<file path="src/rtl/utb_pkg.sv">
package utb_pkg;
   localparam int UTB_ADDR_W = 8;
   localparam int UTB_DATA_W = 32;
   localparam int UTB_FLD_W  = 8;

   // register offsets; software depends on these positions
   localparam logic [UTB_ADDR_W-1:0] OFS_COUNT = 8'h10;
   localparam logic [UTB_ADDR_W-1:0] OFS_RATIO = 8'h14;
   localparam logic [UTB_ADDR_W-1:0] OFS_HOLD  = 8'h4C;

   typedef enum logic [1:0] {
      SEL_NONE  = 2'd0,
      SEL_COUNT = 2'd1,
      SEL_RATIO = 2'd2,
      SEL_HOLD  = 2'd3
   } utb_sel_e;
endpackage

</file>
<file path="src/rtl/utb_regs.sv">
module utb_regs
   import utb_pkg::*;
#(
   parameter int ADDR_W  = UTB_ADDR_W,
   parameter int DATA_W  = UTB_DATA_W,
   parameter int FLD_W   = UTB_FLD_W,
   parameter logic [2*FLD_W-1:0] RST_CFG = 16'h000B
) (
   input  logic              clk,
   input  logic              rst_n,
   input  logic              bus_we,
   input  logic [ADDR_W-1:0] bus_addr,
   input  logic [DATA_W-1:0] bus_wdata,
   input  logic [DATA_W-1:0] count_val,
   output logic [DATA_W-1:0] bus_rdata,
   output logic [FLD_W-1:0]  num_m1,
   output logic [FLD_W-1:0]  den_m1,
   output logic              hold,
   output logic              restart
);
   localparam int CFG_W = 2 * FLD_W;

   if (CFG_W > DATA_W) begin : g_chk_cfg
      $error("utb_regs: ratio fields wider than the data bus");
   end

   utb_sel_e         sel;
   logic [CFG_W-1:0] cfg_q;
   logic             hold_q;

   always_comb begin
      unique case (bus_addr)
         ADDR_W'(OFS_COUNT): sel = SEL_COUNT;
         ADDR_W'(OFS_RATIO): sel = SEL_RATIO;
         ADDR_W'(OFS_HOLD):  sel = SEL_HOLD;
         default:            sel = SEL_NONE;
      endcase
   end

   assign restart = bus_we && (sel == SEL_RATIO);

   always_ff @(posedge clk or negedge rst_n) begin
      if (!rst_n) begin
         cfg_q  <= RST_CFG;
         hold_q <= 1'b0;
      end else if (bus_we) begin
         if (sel == SEL_RATIO) cfg_q  <= bus_wdata[CFG_W-1:0];
         if (sel == SEL_HOLD)  hold_q <= bus_wdata[0];
      end
   end

   assign num_m1 = cfg_q[CFG_W-1:FLD_W];
   assign den_m1 = cfg_q[FLD_W-1:0];
   assign hold   = hold_q;

   always_comb begin
      bus_rdata = '0;
      unique case (sel)
         SEL_COUNT: bus_rdata = count_val;
         SEL_RATIO: bus_rdata[CFG_W-1:0] = cfg_q;
         SEL_HOLD:  bus_rdata[0] = hold_q;
         default:   bus_rdata = '0;
      endcase
   end

   AST_RATIO_STORED: assert property (@(posedge clk) disable iff (!rst_n)
      restart |=> ({num_m1, den_m1} == $past(bus_wdata[CFG_W-1:0])));
   AST_HOLD_STORED: assert property (@(posedge clk) disable iff (!rst_n)
      (bus_we && bus_addr == ADDR_W'(OFS_HOLD)) |=> (hold == $past(bus_wdata[0])));
endmodule

</file>
<file path="src/rtl/utb_prescaler.sv">
module utb_prescaler
   import utb_pkg::*;
#(
   parameter int FLD_W = UTB_FLD_W
) (
   input  logic             clk,
   input  logic             rst_n,
   input  logic [FLD_W-1:0] num_m1,
   input  logic [FLD_W-1:0] den_m1,
   input  logic             hold,
   input  logic             restart,
   output logic             step,
   output logic             tick_q
);
   localparam int SUM_W = FLD_W + 2;

   logic [FLD_W-1:0] acc_q, acc_d;
   logic [SUM_W-1:0] sum, den, rem;

   always_comb begin
      sum   = SUM_W'(acc_q) + SUM_W'(num_m1) + SUM_W'(1);
      den   = SUM_W'(den_m1) + SUM_W'(1);
      rem   = sum - den;
      step  = 1'b0;
      acc_d = acc_q;
      if (restart) begin
         acc_d = '0;
      end else if (!hold) begin
         if (sum >= den) begin
            step  = 1'b1;
            // more than one microsecond per clock: clamp, advance every edge
            acc_d = (rem > SUM_W'(den_m1)) ? den_m1 : rem[FLD_W-1:0];
         end else begin
            acc_d = sum[FLD_W-1:0];
         end
      end
   end

   always_ff @(posedge clk or negedge rst_n) begin
      if (!rst_n) begin
         acc_q  <= '0;
         tick_q <= 1'b0;
      end else begin
         acc_q  <= acc_d;
         tick_q <= step;
      end
   end

   AST_REM_BELOW_DEN: assert property (@(posedge clk) disable iff (!rst_n)
      acc_q <= den_m1);
   AST_HOLD_KEEPS_REM: assert property (@(posedge clk) disable iff (!rst_n)
      (hold && !restart) |=> $stable(acc_q));
   AST_RESTART_CLEARS: assert property (@(posedge clk) disable iff (!rst_n)
      restart |=> (acc_q == '0));
   AST_RESTART_NO_TICK: assert property (@(posedge clk) disable iff (!rst_n)
      restart |=> !tick_q);
endmodule

</file>
<file path="src/rtl/utb_counter.sv">
module utb_counter #(
   parameter int CNT_W = 32
) (
   input  logic             clk,
   input  logic             rst_n,
   input  logic             inc,
   output logic [CNT_W-1:0] cnt
);
   if (CNT_W < 2) begin : g_chk_w
      $error("utb_counter: CNT_W must be at least 2");
   end

   logic [CNT_W-1:0] cnt_q;

   always_ff @(posedge clk or negedge rst_n) begin
      if (!rst_n)   cnt_q <= '0;
      else if (inc) cnt_q <= cnt_q + CNT_W'(1);
   end

   assign cnt = cnt_q;

   AST_IDLE_STABLE: assert property (@(posedge clk) disable iff (!rst_n)
      !inc |=> $stable(cnt_q));
   AST_WRAP_TO_ZERO: assert property (@(posedge clk) disable iff (!rst_n)
      (inc && cnt_q == {CNT_W{1'b1}}) |=> (cnt_q == '0));
endmodule

</file>
<file path="src/rtl/usec_timebase.sv">
module usec_timebase
   import utb_pkg::*;
#(
   parameter int ADDR_W = UTB_ADDR_W,
   parameter int DATA_W = UTB_DATA_W,
   parameter int FLD_W  = UTB_FLD_W,
   parameter int CNT_W  = 32,
   parameter logic [2*FLD_W-1:0] RST_CFG = 16'h000B
) (
   input  logic              clk,
   input  logic              rst_n,
   input  logic              bus_we,
   input  logic [ADDR_W-1:0] bus_addr,
   input  logic [DATA_W-1:0] bus_wdata,
   output logic [DATA_W-1:0] bus_rdata,
   output logic              us_tick
);
   if (CNT_W > DATA_W) begin : g_chk_cnt
      $error("usec_timebase: count wider than the data bus");
   end

   logic [FLD_W-1:0]  num_m1, den_m1;
   logic              hold, restart, step;
   logic [CNT_W-1:0]  cnt;
   logic [DATA_W-1:0] count_val;

   if (CNT_W == DATA_W) begin : g_cnt_full
      assign count_val = cnt;
   end else begin : g_cnt_pad
      assign count_val = {{(DATA_W-CNT_W){1'b0}}, cnt};
   end

   utb_regs #(
      .ADDR_W(ADDR_W), .DATA_W(DATA_W), .FLD_W(FLD_W), .RST_CFG(RST_CFG)
   ) u_regs (
      .clk(clk), .rst_n(rst_n), .bus_we(bus_we), .bus_addr(bus_addr),
      .bus_wdata(bus_wdata), .count_val(count_val), .bus_rdata(bus_rdata),
      .num_m1(num_m1), .den_m1(den_m1), .hold(hold), .restart(restart)
   );

   utb_prescaler #(.FLD_W(FLD_W)) u_pre (
      .clk(clk), .rst_n(rst_n), .num_m1(num_m1), .den_m1(den_m1),
      .hold(hold), .restart(restart), .step(step), .tick_q(us_tick)
   );

   utb_counter #(.CNT_W(CNT_W)) u_cnt (
      .clk(clk), .rst_n(rst_n), .inc(step), .cnt(cnt)
   );

   AST_TICK_MATCHES_ADVANCE: assert property (@(posedge clk) disable iff (!rst_n)
      step |=> (us_tick && cnt == $past(cnt) + CNT_W'(1)));
   AST_HOLD_NO_TICK: assert property (@(posedge clk) disable iff (!rst_n)
      hold |=> !us_tick);
   AST_FAST_EVERY_EDGE: assert property (@(posedge clk) disable iff (!rst_n)
      (num_m1 > den_m1 && !hold && !restart) |=> us_tick);
   AST_RESET_TICK_LOW: assert property (@(posedge clk)
      !rst_n |-> !us_tick);
endmodule

</file>
<file path="config.mk">
export PLATFORM = sky130hd
export DESIGN_NAME = usec_timebase
export DESIGN_NICKNAME = d
export VERILOG_FILES = /design/src/rtl/utb_pkg.sv /design/src/rtl/utb_regs.sv /design/src/rtl/utb_prescaler.sv /design/src/rtl/utb_counter.sv /design/src/rtl/usec_timebase.sv
export SDC_FILE = /design/constraint.sdc
export NUM_CORES = 1
export LEC_CHECK = 0
export ABC_AREA = 1
export BUFFER_PORTS_ARGS = -buffer_cell sky130_fd_sc_hd__buf_4
export CORE_ASPECT_RATIO = 1.1
export CORE_UTILIZATION = 54
export CTS_BUF_LIST = sky130_fd_sc_hd__clkbuf_8
export CTS_CLUSTER_DIAMETER = 100
export DETAILED_ROUTE_END_ITERATION = 8
export GPL_ROUTABILITY_DRIVEN = 0
export PLACE_DENSITY = 0.8
export SYNTH_ARGS = -nofsm -noshare
export SYNTH_HDL_FRONTEND = slang
export SYNTH_SLANG_ARGS = --single-unit
</file>
<file path="constraint.sdc">
create_clock -name clk -period 3.75 [get_ports clk]
set_clock_uncertainty 0.05 [all_clocks]
set_input_delay 0.1875 -clock clk [delete_from_list [all_inputs] [get_ports clk]]
set_output_delay 0.1875 -clock clk [all_outputs]
set_load 0.01 [all_outputs]
</file>
* Word-level counts from Yosys, hierarchy flattened *
Index checks and enable logic that the tools add are counted.

operators by class
  add/sub/neg operators = 5
  order comparisons = 2
  equal/unequal tests = 7
  multiplexer cells = 11
  reductions and logical operators = 3

operator list
  cell                                           count
  adder 32 x 1 -> 32 bit, second input constant  1
  two-way mux 8 bit                              4
  case mux 15 bit (2 select lines)               1
  == test 8 x 5 -> 1 bit, second input constant  2
  two-way mux 16 bit                             1
  adder 10 x 1 -> 10 bit, second input constant  1
  greater-or-equal comparator 10 bit             1
  > comparator 10 x 8 -> 1 bit                   1
  subtractor 10 bit                              1
  adder 8 x 1 -> 9 bit, second input constant    1
  adder 8 x 8 -> 9 bit                           1
  == test 8 x 7 -> 1 bit, second input constant  1
  case mux 2 bit (3 select lines)                1
  == test 2 bit, second input constant           2
  AND reduction 2 bit                            2
  two-way mux 1 bit                              3
  case mux 1 bit (3 select lines)                1
  == test 2 x 1 -> 1 bit, second input constant  1
  inequality test 2 bit, second input constant   1
  logical AND 1 bit                              1

storage, ports and cells
  register bits after elaboration = 58
  input port bits = 43
  output and inout port bits = 33
  logic and storage cells = 33

* Longest topological paths before layout *
Gate-level depths: netlist (run 1).

  depth in word-level cells = 8
  gate-level depth with buffers = 28
  depth with buffers taken out = 28

* Hierarchy *
A second synthesis (run 1) with hierarchy kept.

unflattened totals
  cell total of the unflattened synthesis = 746
  area, all modules = 5062.4 sq um

by module, submodules not included
  module         instances  cells an instance  area each (sq um)  sequential area each (sq um)
  utb_prescaler  1          316                2054.5             225.2
  utb_counter    1          229                1761.7             800.8
  utb_regs       1          201                1246.2             429.2

* Worst setup path before layout (run 1) *
OpenSTA, ideal clock, no wires.

  path type = flip-flop to flip-flop
  start point = reg u_regs.cfg_q[8]
  end point = reg u_pre.acc_q[3]
  setup time = 0.116 ns
  arrival = 3.991 ns
  required time = 3.584 ns
  slack = -0.408 ns
  cell stages (with the launch flop) = 27
  buffers on the path = 0
  clock period less this slack = 4.158 ns
  cell sequence = dfrtp_1 ha_1 fa_1 ha_1 inv_1 nor2_1 nand4_1 nand2_1 inv_1 ha_1 a21oi_1 o21ai_0 nor2_1 xnor2_1 ha_1 nand2_1 nor2_1 o21ai_0 inv_1 o21ai_0 nand2_1 a21oi_2 nand2_1 nand2_1 nand3_1 nand2_1 nand2_1

between the ends
  longest elaborated chain between the ends = 8
  elaborated cells on any way between the ends = 9
  those cells by class = 3 x add/sub; 2 x order compare; 4 x mux

RTL lines
  what                          line                 source
  start, declared               utb_regs.sv:28       logic [CFG_W-1:0] cfg_q;
  start signal, assigned        utb_regs.sv:47       if (sel == SEL_RATIO) cfg_q <= bus_wdata[CFG_W-1:0];
  adder 8 x 8 -> 9 bit *        utb_prescaler.sv:21  sum = SUM_W'(acc_q) + SUM_W'(num_m1) + SUM_W'(1);
  adder 10 x 1 -> 10 bit *      utb_prescaler.sv:21
  subtractor 10 bit             utb_prescaler.sv:23  rem = sum - den;
  > comparator 10 x 8 -> 1 bit  utb_prescaler.sv:32  acc_d = (rem > SUM_W'(den_m1)) ? den_m1 : rem[FLD_W-1:0];
  two-way mux 8 bit             utb_prescaler.sv:32
  two-way mux 8 bit *           utb_prescaler.sv:29  if (sum >= den) begin
  two-way mux 8 bit *           utb_prescaler.sv:28  end else if (!hold) begin
  two-way mux 8 bit *           utb_prescaler.sv:26  if (restart) begin
  end, declared                 utb_prescaler.sv:17  logic [FLD_W-1:0] acc_q, acc_d;

Mark *: on every way between the ends. The rest lies on a longest branch, timed or not. The select of a mux whose other input is x is not followed.
A chain may end at the register's enable or synchronous reset.

* Worst setup path after layout (run 1) *
  start point = reg u_pre.acc_q[0]
  end point = reg u_pre.acc_q[1]

between the ends
  longest elaborated chain between the ends = 8
  elaborated cells on any way between the ends = 9
  those cells by class = 3 x add/sub; 2 x order compare; 4 x mux

RTL lines
  what                          line
  adder 8 x 8 -> 9 bit *        utb_prescaler.sv:21
  adder 10 x 1 -> 10 bit *      utb_prescaler.sv:21
  subtractor 10 bit             utb_prescaler.sv:23
  > comparator 10 x 8 -> 1 bit  utb_prescaler.sv:32
  two-way mux 8 bit             utb_prescaler.sv:32
  two-way mux 8 bit *           utb_prescaler.sv:29
  two-way mux 8 bit *           utb_prescaler.sv:28
  two-way mux 8 bit *           utb_prescaler.sv:26

Marked as above.

==> flow_summary.ini, run 1 <==
[run_status]
outcome = complete, but fails checks
failing_checks = negative setup slack

[logic_synthesis]
number_of_synthesized_flops_with_an_enable_pin = 0
synth.lib_cells_used.distinct = 33
post_synth_fa_ha_maj_area_fraction_pct = 9.13
syn-mean-instance-area_sq_um = 6.67
synth_simple_gate_area_share_pct = 35.4
mappedNetlistArea_sq_um = 4820
yosysTopAreaCell = sky130_fd_sc_hd__dfrtp_1
largest_family_of_logic_cells_by_synthesized_area = simple AND/OR/NAND/NOR gates
synth_compound_area_share_pct = 7.63
yosys-top-cells-area = sky130_fd_sc_hd__dfrtp_1 29%, sky130_fd_sc_hd__nand2_1 20%, sky130_fd_sc_hd__ha_1 8.3%
yosys.area_share.xor_xnor_pct = 8.72
async_reset_ff_share_pct = 100
mapped_nets = 800
synth.yosys.warnings = 0
synth_ff_type = sky130_fd_sc_hd__dfrtp_1
yosys_register_bits = 58
synth.area.mux_share_pct = 0
yosysTopAreaCellShare_pct = 28.5
synthesis.instances = 723
seq_area_frac_synth_pct = 30.2

[critical_path]
worst_ep_arrival_time_ns = 4.45
start_kind = register
cp_data_required_time_ns = 3.98
timing_worst_setup_path_type = register to register
crit_path_end_kind = register
crit_fanout = 6

[global_routing]
grt_most_used_layer = met2
grtUsageTotal_pct = 32.6
groute.layer.met1.usage_pct = 35.7
grt_pass1_wl_mm = 23.8
grt_max_degree = 59
grt_pass1_vias = 5197
grt_util_met2_pct = 60.4
initial_antenna_violation_count = 0
use_met3_pct = 5.05
global_route.overflow_total = 0

[placement]
placed_area_sq_um = 5760
portBuffers = 59
place_hpwl_mm = 10.5
placedCellCount = 926

[cts]
cts_sinks = 58
cts.reportedPaths.clkPinSlew_ns = 0.07
max-clock-path-buffers = 2
tritoncts.num_buffers = 9
h_tree_level_count = 3
insertion_delay_ns = 0.35
cts-root-buf = sky130_fd_sc_hd__clkbuf_8
cts_tree = built

[pwr]
power_density_nw_per_um2 = 901
p_leak_nw = 3.41
worst_ir_drop_vdd_uv = 1000

[cells_and_area]
commonest_cells_after_routing_fill_and_taps_aside = 257 x sky130_fd_sc_hd__nand2_1, 116 x sky130_fd_sc_hd__buf_4, 90 x sky130_fd_sc_hd__inv_1
utilization_pct = 75.1
area_delta_synth_final_pct = 32.9
finish.cell_count_without_fillers = 968
fin_nets = 930
antenna_cells_inserted = 0
commonest_non_fill_non_tap_cell_in_the_layout = sky130_fd_sc_hd__nand2_1
layout-drive-gt1-share_pct = 23.5
stdcell_area_sq_um = 6410

[sta]
finalCriticalPeriod_ns = 4.22
rsz_0062_raised_after_global_routing = yes
maximum_frequency_from_static_timing_analysis_mhz = 237
setup_viol = 41
drv_slew = 0
final.setup.worst_slack_ns = -0.469
finalHoldViolCount = 0
slew_hr_pct = 46.1
hold_worst_slack_ns = 0.000405
measured_slew_at_the_worst_slew_check_pin_ns = 0.809
period_share_pct = 113

[drt]
route.vias.total = 5353
via_per_inst = 5.53
postRouteWirelength_mm = 14.8
count_of_tritonroute_iterations_in_the_first_routing_pass = 6
route.antenna.remaining_nets = 0
drt_iter0_drc = 368
drt_wl_cell_um = 15.2
route.detailed.drc = 0

[die]
floorplan.die_area_sq_um = 9310
io-pin-count = 76
die_h_um = 101
rows = 35
initial_core_util_pct = 56.5
die_w_um = 92.1
coreArea_sq_um = 8540

[flow_run]
maxCapViolations = 0

[min_path]
min_path_type = input pin to register
-- registers in the layout (all words and copies together), names as in the netlist --
signal and flops:
u_cnt.cnt 32, u_pre.tick_q 1, u_regs.hold 1, u_regs.cfg_q 16, u_pre.acc_q 8
-- worst paths after layout --
kind / startpoint / slack (ns) / end / cells past startpoint
max: u_pre.acc_q[0] / -0.47 / u_pre.acc_q[1] / 24
min: bus_wdata[5] / 0.0004 / u_regs.cfg_q[5] / 3
max reg2reg: u_pre.acc_q[0] / -0.47 / u_pre.acc_q[1] / 24
min reg2reg: u_pre.acc_q[2] / 0.48 / u_pre.acc_q[2] / 2
max in group asynchronous: rst_n / 2.76 / u_regs.cfg_q[7] / 2
min in group asynchronous: rst_n / 0.40 / u_cnt.cnt[10] / 2
-- report_power, final --
group          internal (mW)  switching (mW)
sequential             0.747           0.130
clock                  0.266           0.255
combinational           2.09            2.29
-- cell usage after synthesis, drive strengths merged (3+ instances only) --
library cell / count
xnor2: 13
ha: 32
xor2: 35
nor4: 12
nand4: 10
a21oi: 30
dfstp: 3
nor3: 12
inv: 93
nand3: 37
clkbuf: 11
nand2: 270
a31oi: 4
buf: 5
o21ai: 31
dfrtp: 55
nor2: 60
-- timing repair --
item                                   CTS  global route
hold buffers                             8             0
resized for setup                       23            22
cloned                                   2             1
pin swaps                               14            16
endpoints found under the hold margin   62             0
setup endpoints to repair               34            40
buffers inserted                         8             8
-- layer usage --
metal | up-vias | part of all wire [%]
met5 | - | 0
met2 | 236 | 52
li1 | 2552 | -
met3 | 72 | 5.2
met1 | 2493 | 38
met4 | 0 | 5.6
-- worst max-delay path: stages, from the launching register on --
cell and delay (ns):
sky130_fd_sc_hd__dfrtp_1 0.39, sky130_fd_sc_hd__ha_2 0.21, sky130_fd_sc_hd__fa_2 0.61, sky130_fd_sc_hd__ha_4 0.15, sky130_fd_sc_hd__inv_2 0.04, sky130_fd_sc_hd__nor2_4 0.07
sky130_fd_sc_hd__nand4_1 0.12, sky130_fd_sc_hd__nand2_1 0.11, sky130_fd_sc_hd__inv_2 0.05, sky130_fd_sc_hd__ha_4 0.29, sky130_fd_sc_hd__nand4_1 0.12, sky130_fd_sc_hd__nor2_1 0.17
sky130_fd_sc_hd__nor2_2 0.07, sky130_fd_sc_hd__xnor2_2 0.14, sky130_fd_sc_hd__ha_1 0.32, sky130_fd_sc_hd__a21oi_1 0.19, sky130_fd_sc_hd__o21ai_0 0.11, sky130_fd_sc_hd__o21ai_1 0.15
sky130_fd_sc_hd__nand2_1 0.12, sky130_fd_sc_hd__a21oi_4 0.23, sky130_fd_sc_hd__buf_6 0.15, sky130_fd_sc_hd__nand3_1 0.08, sky130_fd_sc_hd__nand3_1 0.10, sky130_fd_sc_hd__nand2_1 0.06
sky130_fd_sc_hd__nand2_1 0.05
-- final cells by class --
class                           count  area, sq um
Sequential cell                    58         1460
Clock inverter                      4         18.8
Fill cell                         650         2130
Timing Repair Buffer              134         1130
Clock buffer                       11          151
Tap cell                          111          139
Timing Repair inverter              1         8.76
Multi-Input combinational cell    556         3150
Inverter                           93          362
-- cell families after synthesis --
group / after synthesis
AOI/OAI and AO/OA: 69
xor gates and xnor gates: 48
adders and majority gates: 34
and+or+nand+nor: 405
buffers and inverters: 109
DFF: 58
-- through the flow --
| step | setup WS [ns] | power [mW] | setup TNS [ns] |
|---|---|---|---|
| global route | -0.721 | 6.18 | -16.83 |
| global placement | -0.178 | 3.97 | -1.34 |
| floorplan | -0.0463 | 2.94 | -0.308 |
| finish | -0.469 | 5.78 | -6.55 |
| detailed placement | -0.305 | 4.11 | -3.65 |
| CTS | -0.246 | 5.24 | -1.87 |
Power figures use the tool's default switching activity.
==> run 2: changes to the inputs <==
- ABC_AREA: 1 -> not set
- CORE_UTILIZATION: 54 -> 53
- PLACE_DENSITY: 0.8 -> 0.79
==> flow_summary.ini, run 2 <==
[logic_synthesis]
synth.lib_cells_used.distinct = 51
number_of_synthesized_flops_with_an_enable_pin = 0
mappedNetlistArea_sq_um = 4190
synth_simple_gate_area_share_pct = 19.7
syn-mean-instance-area_sq_um = 9.57
mapped_nets = 515
post_synth_fa_ha_maj_area_fraction_pct = 10.5
synth_common_cells = 55 x sky130_fd_sc_hd__dfrtp_1, 41 x sky130_fd_sc_hd__xnor2_1, 32 x sky130_fd_sc_hd__ha_1, 30 x sky130_fd_sc_hd__nor2_1, 26 x sky130_fd_sc_hd__nand3_1
largest_family_of_logic_cells_by_synthesized_area = simple AND/OR/NAND/NOR gates
synth_ff_type = sky130_fd_sc_hd__dfrtp_1
yosys.area_share.xor_xnor_pct = 10.9
synth_compound_area_share_pct = 16.0
yosysTopAreaCell = sky130_fd_sc_hd__dfrtp_1
seq_area_frac_synth_pct = 34.7
yosys_register_bits = 58
synth.area.mux_share_pct = 4.83
yosys-top-cells-area = sky130_fd_sc_hd__dfrtp_1 33%, sky130_fd_sc_hd__ha_1 9.5%, sky130_fd_sc_hd__xnor2_1 8.6%
yosysTopAreaCellShare_pct = 32.8
async_reset_ff_share_pct = 100
synth.most_common_cell = sky130_fd_sc_hd__dfrtp_1
synthesis.instances = 438
synth.yosys.warnings = 0

[sta]
rsz_0062_raised_after_global_routing = yes
hold_worst_slack_ns = 0.0170
measured_slew_at_the_worst_slew_check_pin_ns = 1.04
finalCriticalPeriod_ns = 4.51
setup_viol = 41
final.setup.worst_slack_ns = -0.761
period_share_pct = 120
finalHoldViolCount = 0
finalSetupTns_ns = -16.59
slew_hr_pct = 30.7
maximum_frequency_from_static_timing_analysis_mhz = 222
drv_slew = 0

[cells_and_area]
largest_register_ff_count = 32
fin_nets = 635
fillCellCount = 499
commonest_cells_after_routing_fill_and_taps_aside = 124 x sky130_fd_sc_hd__buf_4, 55 x sky130_fd_sc_hd__dfrtp_1, 39 x sky130_fd_sc_hd__xnor2_1
antenna_cells_inserted = 0
commonest_non_fill_non_tap_cell_in_the_layout = sky130_fd_sc_hd__buf_4
layout-drive-gt1-share_pct = 37.5
seqCellArea_sq_um = 1460
multiInputGateArea_sq_um = 2980
area_delta_synth_final_pct = 38.3

[flow_run]
maxCapViolations = 0

[pwr]
power_switching_share_pct = 42.7
seqPwrFrac_pct = 19.4
internal-power_mw = 2.43
worst_ir_drop_vdd_uv = 621
power_frac_comb_pct = 65.8
p_leak_nw = 2.64
clock_network_power_share_pct = 14.9
net-switching-power_mw = 1.81
power_density_nw_per_um2 = 732

[global_routing]
global_route.overflow_total = 0
grt_max_degree = 59
initial_antenna_violation_count = 0
grt_pass1_vias = 3886
grt_pass1_wl_mm = 18.6
grtUsageTotal_pct = 29.6

[cts]
cts-root-buf = sky130_fd_sc_hd__clkbuf_8
insertion_delay_ns = 0.35
tritoncts.num_buffers = 9
cts.reportedPaths.clkPinSlew_ns = 0.07
cts_sinks = 58
h_tree_level_count = 3
cts_tree = built
max-clock-path-buffers = 2

[critical_path]
r2r_setup_slack_ns = -0.76
crit_path_start = u_pre.acc_q[0]
reg2reg_to = u_pre.acc_q[0]
ff2ff_path_depth = 18
crit_path_end = u_pre.acc_q[0]
crit_path_end_kind = register
timing_worst_setup_path_type = register to register
worst_ep_arrival_time_ns = 4.69
timing.rr.start = u_pre.acc_q[0]
cp_data_required_time_ns = 3.93
crit_fanout = 8
start_kind = register

[drt]
routed-wl-met2_mm = 6.11
count_of_tritonroute_iterations_in_the_first_routing_pass = 4
met3WireLength_um = 777
route.antenna.remaining_nets = 0
via_per_inst = 6.16
wl_met1_mm = 5.22
postRouteWirelength_mm = 12.6
route.top_layer_used = met4
route.detailed.drc = 0
route.vias.total = 4111
drt_wl_cell_um = 18.9
drt_iter0_drc = 309

[run_status]
failing_checks = negative setup slack
outcome = complete, but fails checks

[die]
rows = 33
io-pin-count = 76
die_h_um = 95.3
coreArea_sq_um = 7560
die_w_um = 86.8
floorplan.die_area_sq_um = 8270
initial_core_util_pct = 55.5

[min_path]
min_path_type = input pin to register

[placement]
portBuffers = 59
place_hpwl_mm = 7.83
==> run 2: worst min path at each step <==
| stage | slack, ns | cells after the start | from | end |
|---|---|---|---|---|
| after floorplan | -0.16 | 0 | rst_n | u_cnt.cnt[0] |
| after global placement | 0.24 | 1 | rst_n | u_pre.acc_q[6] |
| after detailed placement | 0.25 | 1 | rst_n | u_pre.acc_q[6] |
| final | 0.02 | 2 | bus_wdata[4] | u_regs.cfg_q[4] |
| after CTS | 0.02 | 2 | bus_wdata[6] | u_regs.cfg_q[6] |
| after global routing | 0.02 | 2 | bus_wdata[6] | u_regs.cfg_q[6] |
==> run 2: per-layer routing <==
metal / up-vias / GRT usage (%)
met5: - / 0
met4: 0 / 15.3
met3: 49 / 4.94
met2: 214 / 47.6
met1: 2002 / 38.2
li1: 1846 / -
==> run 2: per-stage QoR <==
stage                     instances  instance area (sq um)  util (%)  setup slack [ns]  power (mW)
after floorplan                 438                   4250         -            -0.308        2.19
after global routing            667                   5800      76.7            -0.877        4.45
after detailed placement        639                   5150      68.2            -0.630        2.92
after CTS                       660                   5590      73.9            -0.548        3.82
after global placement          639                   5150      68.2            -0.522        2.85
final                           667                   5800      76.7            -0.761        4.24
==> run 2: power groups by stage <==
stage          Combinational (mW)  Sequential [mW]  Clock [mW]
2_1_floorplan                1.39            0.796           0
6_report                     2.79            0.822       0.632
3_5_place_dp                 2.10            0.824           0
4_1_cts                      2.38            0.816       0.630
5_1_grt                      2.96            0.831       0.661
3_3_place_gp                 2.03            0.821           0
==> run 2: area by class of cell <==
type | count | share of cell area (%)
multi-input combinational | 345 | 51.3
tap | 105 | 2.27
clock buffer | 9 | 2.14
timing repair buffer | 126 | 16.6
inverter | 18 | 1.17
sequential | 58 | 25.1
clock inverter | 6 | 1.42
==> run 2: what timing repair did <==
item                                    in CTS  in global routing
hold buffers                                 1                  0
setup buffers                                5                  7
pin swaps                                   12                 13
endpoints found under the hold margin       55                  0
endpoints found under the setup margin      41                 41
resized for setup                           27                 25
==> run 2: cell families (layout without fill, tap and decap cells) <==
logic type	count (synthesis)	after routing
buffers and inverters	35	159
and+or+nand+nor	153	153
adders and majority gates	34	34
DFF	58	58
muxes	18	18
AOI/OAI and AO/OA	88	88
xor gates and xnor gates	52	52
==> run 2: worst max-delay path, stage by stage, from the launching register on <==
cell and delay (ns):
sky130_fd_sc_hd__dfrtp_1 0.40, sky130_fd_sc_hd__ha_2 0.21, sky130_fd_sc_hd__fa_2 0.43, sky130_fd_sc_hd__a21o_1 0.26, sky130_fd_sc_hd__a211oi_4 0.33, sky130_fd_sc_hd__nor2_4 0.08, sky130_fd_sc_hd__xor2_2 0.29, sky130_fd_sc_hd__ha_4 0.26
sky130_fd_sc_hd__a21boi_4 0.15, sky130_fd_sc_hd__nor2_4 0.19, sky130_fd_sc_hd__o21bai_4 0.10, sky130_fd_sc_hd__xor2_2 0.16, sky130_fd_sc_hd__ha_1 0.24, sky130_fd_sc_hd__nor3_2 0.15, sky130_fd_sc_hd__o21ai_1 0.12, sky130_fd_sc_hd__a21oi_2 0.16
sky130_fd_sc_hd__o21ai_2 0.08, sky130_fd_sc_hd__o31a_1 0.35, sky130_fd_sc_hd__a221o_1 0.36
==> run 3: changes to the inputs <==
- SYNTH_HIERARCHICAL: not set -> 1
==> flow_summary.ini, run 3 <==
[run_status]
outcome = complete, but fails checks
failing_checks = negative setup slack

[critical_path]
crit_path_end_kind = register
r2r_setup_slack_ns = -1.27
timing_worst_setup_path_type = register to register
timing.critical_path.slowest_cell_delay_ns = 0.67
crit_fanout = 5
ff2ff_path_depth = 23
worst_ep_arrival_time_ns = 5.20
start_kind = register
critical-path-top-cell-by-count = sky130_fd_sc_hd__buf_4
crit_path_end = u_cnt/cnt[13]
worst_path_max_delay_cell = sky130_fd_sc_hd__fa_2
timing.rr.start = u_pre/acc_q[0]
timing.critical_path.cells = ha_2, fa_2, ha_4, and2_4, buf_4, nand4_1, buf_4, xnor2_4, ha_4, nand4_1, a21oi_2, or3_4, a221oi_4, and2_4, or3_4, clkinvlp_4, nand4_4, buf_4, buf_4, nor3_4, buf_6, nand2_1, xnor2_1
reg2reg_to = u_cnt/cnt[13]
cp_data_required_time_ns = 3.93
crit_path_start = u_pre/acc_q[0]

[pwr]
worst_ir_drop_vdd_uv = 542
power_density_nw_per_um2 = 838
post-layout-total-power_mw = 5.45
p_leak_nw = 3.02

[logic_synthesis]
largest_family_of_logic_cells_by_synthesized_area = simple AND/OR/NAND/NOR gates
yosysTopAreaCellShare_pct = 31.3
mapped_nets = 534
seq_area_frac_synth_pct = 33.1
yosysTopAreaCell = sky130_fd_sc_hd__dfrtp_1
synthesis.instances = 457
mappedNetlistArea_sq_um = 4390
syn-mean-instance-area_sq_um = 9.61
yosys.area_share.xor_xnor_pct = 11.0
yosys-top-cells-area = sky130_fd_sc_hd__dfrtp_1 31%, sky130_fd_sc_hd__ha_1 9.1%, sky130_fd_sc_hd__xnor2_1 7.2%
synth.lib_cells_used.distinct = 66
async_reset_ff_share_pct = 100
synth_ff_type = sky130_fd_sc_hd__dfrtp_1
synth_simple_gate_area_share_pct = 21.0
synth.area.mux_share_pct = 5.61
synth.most_common_cell = sky130_fd_sc_hd__dfrtp_1
synth_common_cells = 55 x sky130_fd_sc_hd__dfrtp_1, 36 x sky130_fd_sc_hd__xnor2_1, 32 x sky130_fd_sc_hd__ha_1, 31 x sky130_fd_sc_hd__nor2_1, 25 x sky130_fd_sc_hd__a21oi_1
yosys_register_bits = 58
synth_compound_area_share_pct = 15.5
number_of_synthesized_flops_with_an_enable_pin = 0
synth.yosys.warnings = 6
post_synth_fa_ha_maj_area_fraction_pct = 10.0

[global_routing]
grt_most_used_layer = met2
initial_antenna_violation_count = 0
grt_pass1_vias = 4899
grt_max_degree = 59
global_route.overflow_total = 0
grt_util_met2_pct = 61.7
grtUsageTotal_pct = 38.4
use_met3_pct = 6.54
groute.layer.met1.usage_pct = 46.3
grt_pass1_wl_mm = 25.0

[cts]
cts_sinks = 58
cts.reportedPaths.clkPinSlew_ns = 0.09
max-clock-path-buffers = 2
cts-root-buf = sky130_fd_sc_hd__clkbuf_8
h_tree_level_count = 3
tritoncts.num_buffers = 9
insertion_delay_ns = 0.36
cts_tree = built

[placement]
placed_area_sq_um = 5650
place_hpwl_mm = 9.51
portBuffers = 59

[sta]
final.setup.worst_slack_ns = -1.27
maximum_frequency_from_static_timing_analysis_mhz = 199
finalCriticalPeriod_ns = 5.02
period_share_pct = 134
measured_slew_at_the_worst_slew_check_pin_ns = 1.25
drv_slew = 0
finalHoldViolCount = 0
setup_viol = 41
hold_worst_slack_ns = 0.0156
slew_hr_pct = 16.9
rsz_0062_raised_after_global_routing = yes

[cells_and_area]
stdcell_area_sq_um = 6510
fin_nets = 701
commonest_non_fill_non_tap_cell_in_the_layout = sky130_fd_sc_hd__buf_4
multiInputGateArea_sq_um = 3240
utilization_pct = 81.8
antenna_cells_inserted = 0
commonest_cells_after_routing_fill_and_taps_aside = 158 x sky130_fd_sc_hd__buf_4, 55 x sky130_fd_sc_hd__dfrtp_1, 30 x sky130_fd_sc_hd__xnor2_1
area_delta_synth_final_pct = 48.1
layout-drive-gt1-share_pct = 45.0
seqCellArea_sq_um = 1460
largest_register_ff_count = 32
fillCellCount = 396

[die]
floorplan.die_area_sq_um = 8660
die_w_um = 88.8
io-pin-count = 76
rows = 34
die_h_um = 97.5
initial_core_util_pct = 55.2
coreArea_sq_um = 7960

[drt]
drt_iter0_drc = 509
via_per_inst = 6.62
route.vias.total = 4881
route.antenna.remaining_nets = 0
postRouteWirelength_mm = 17.0
route.detailed.drc = 0
drt_wl_cell_um = 23.1
count_of_tritonroute_iterations_in_the_first_routing_pass = 7

[flow_run]
maxCapViolations = 0

[min_path]
min_path_type = input pin to register
[run 3: changes by cell type after synthesis, sizes merged, moves of 9 or more]
cell / change
nand3: -9
and3: -12
nand2: +9
a21oi: +12
o31ai: +11
[run 3: what timing repair did]
item | CTS | global route
pin swaps | 50 | 18
resized for setup | 55 | 18
buffers inserted | 17 | 8
hold buffers | 1 | 0
endpoints found under the setup margin | 41 | 41
hold endpoints to repair | 55 | 0
[run 3: how the worst min path moves through the flow]
stage                  start               end  cells after the start
2_1_floorplan          rst_n      u_cnt/cnt[0]                      0
3_5_place_dp           rst_n  u_regs/cfg_q[14]                      1
4_1_cts        bus_wdata[11]  u_regs/cfg_q[11]                      2
3_3_place_gp           rst_n  u_regs/cfg_q[14]                      1
5_1_grt        bus_wdata[11]  u_regs/cfg_q[11]                      2
6_report       bus_wdata[11]  u_regs/cfg_q[11]                      2
[run 3: cells by family after synthesis]
family / count (synthesis)
AO/OA/AOI/OAI: 94
XOR/XNOR: 55
adder cells (fa/ha/maj): 34
buffers and inverters: 38
flip-flops: 58
multiplexers: 19
AND/OR/NAND/NOR: 159
[run 3: layout make-up]
| cell class | instances | share of cell area [%] |
|---|---|---|
| clock buffer | 9 | 1.90 |
| clock inverter | 7 | 1.92 |
| sequential | 58 | 22.4 |
| inverter | 24 | 1.44 |
| tap | 108 | 2.08 |
| timing repair buffer | 170 | 20.6 |
| multi-input combinational | 361 | 49.7 |
[run 3: power by group]
| group | switching (mW) | internal (mW) | total (mW) |
|---|---|---|---|
| clock | 0.307 | 0.447 | 0.755 |
| sequential | 0.130 | 0.741 | 0.871 |
| combinational | 1.94 | 1.89 | 3.82 |
[run 3: stage by stage]
stage	instances	setup TNS, ns	worst slack, ns
floorplan	457	-20.55	-0.751
global placement	695	-29.56	-0.906
detailed placement	695	-32.61	-0.937
CTS	729	-27.82	-0.790
global route	737	-47.93	-1.39
finish	737	-42.75	-1.27
[run 3: critical path: cells and delay by family (launching register included)]
| family | cells | cell delay [ns] |
|---|---|---|
| and+or+nand+nor | 9 | 1.45 |
| AOI/OAI and AO/OA | 2 | 0.21 |
| xor gates and xnor gates | 2 | 0.48 |
| buffers and inverters | 6 | 0.89 |
| DFF | 1 | 0.41 |
| adders and majority gates | 4 | 1.39 |
[run 3: layer usage]
layer | up-vias | wire length [um]
met3 | 156 | 1690
met1 | 2320 | 5750
met4 | 0 | 1490
li1 | 2007 | -
met5 | - | 0
met2 | 398 | 8060
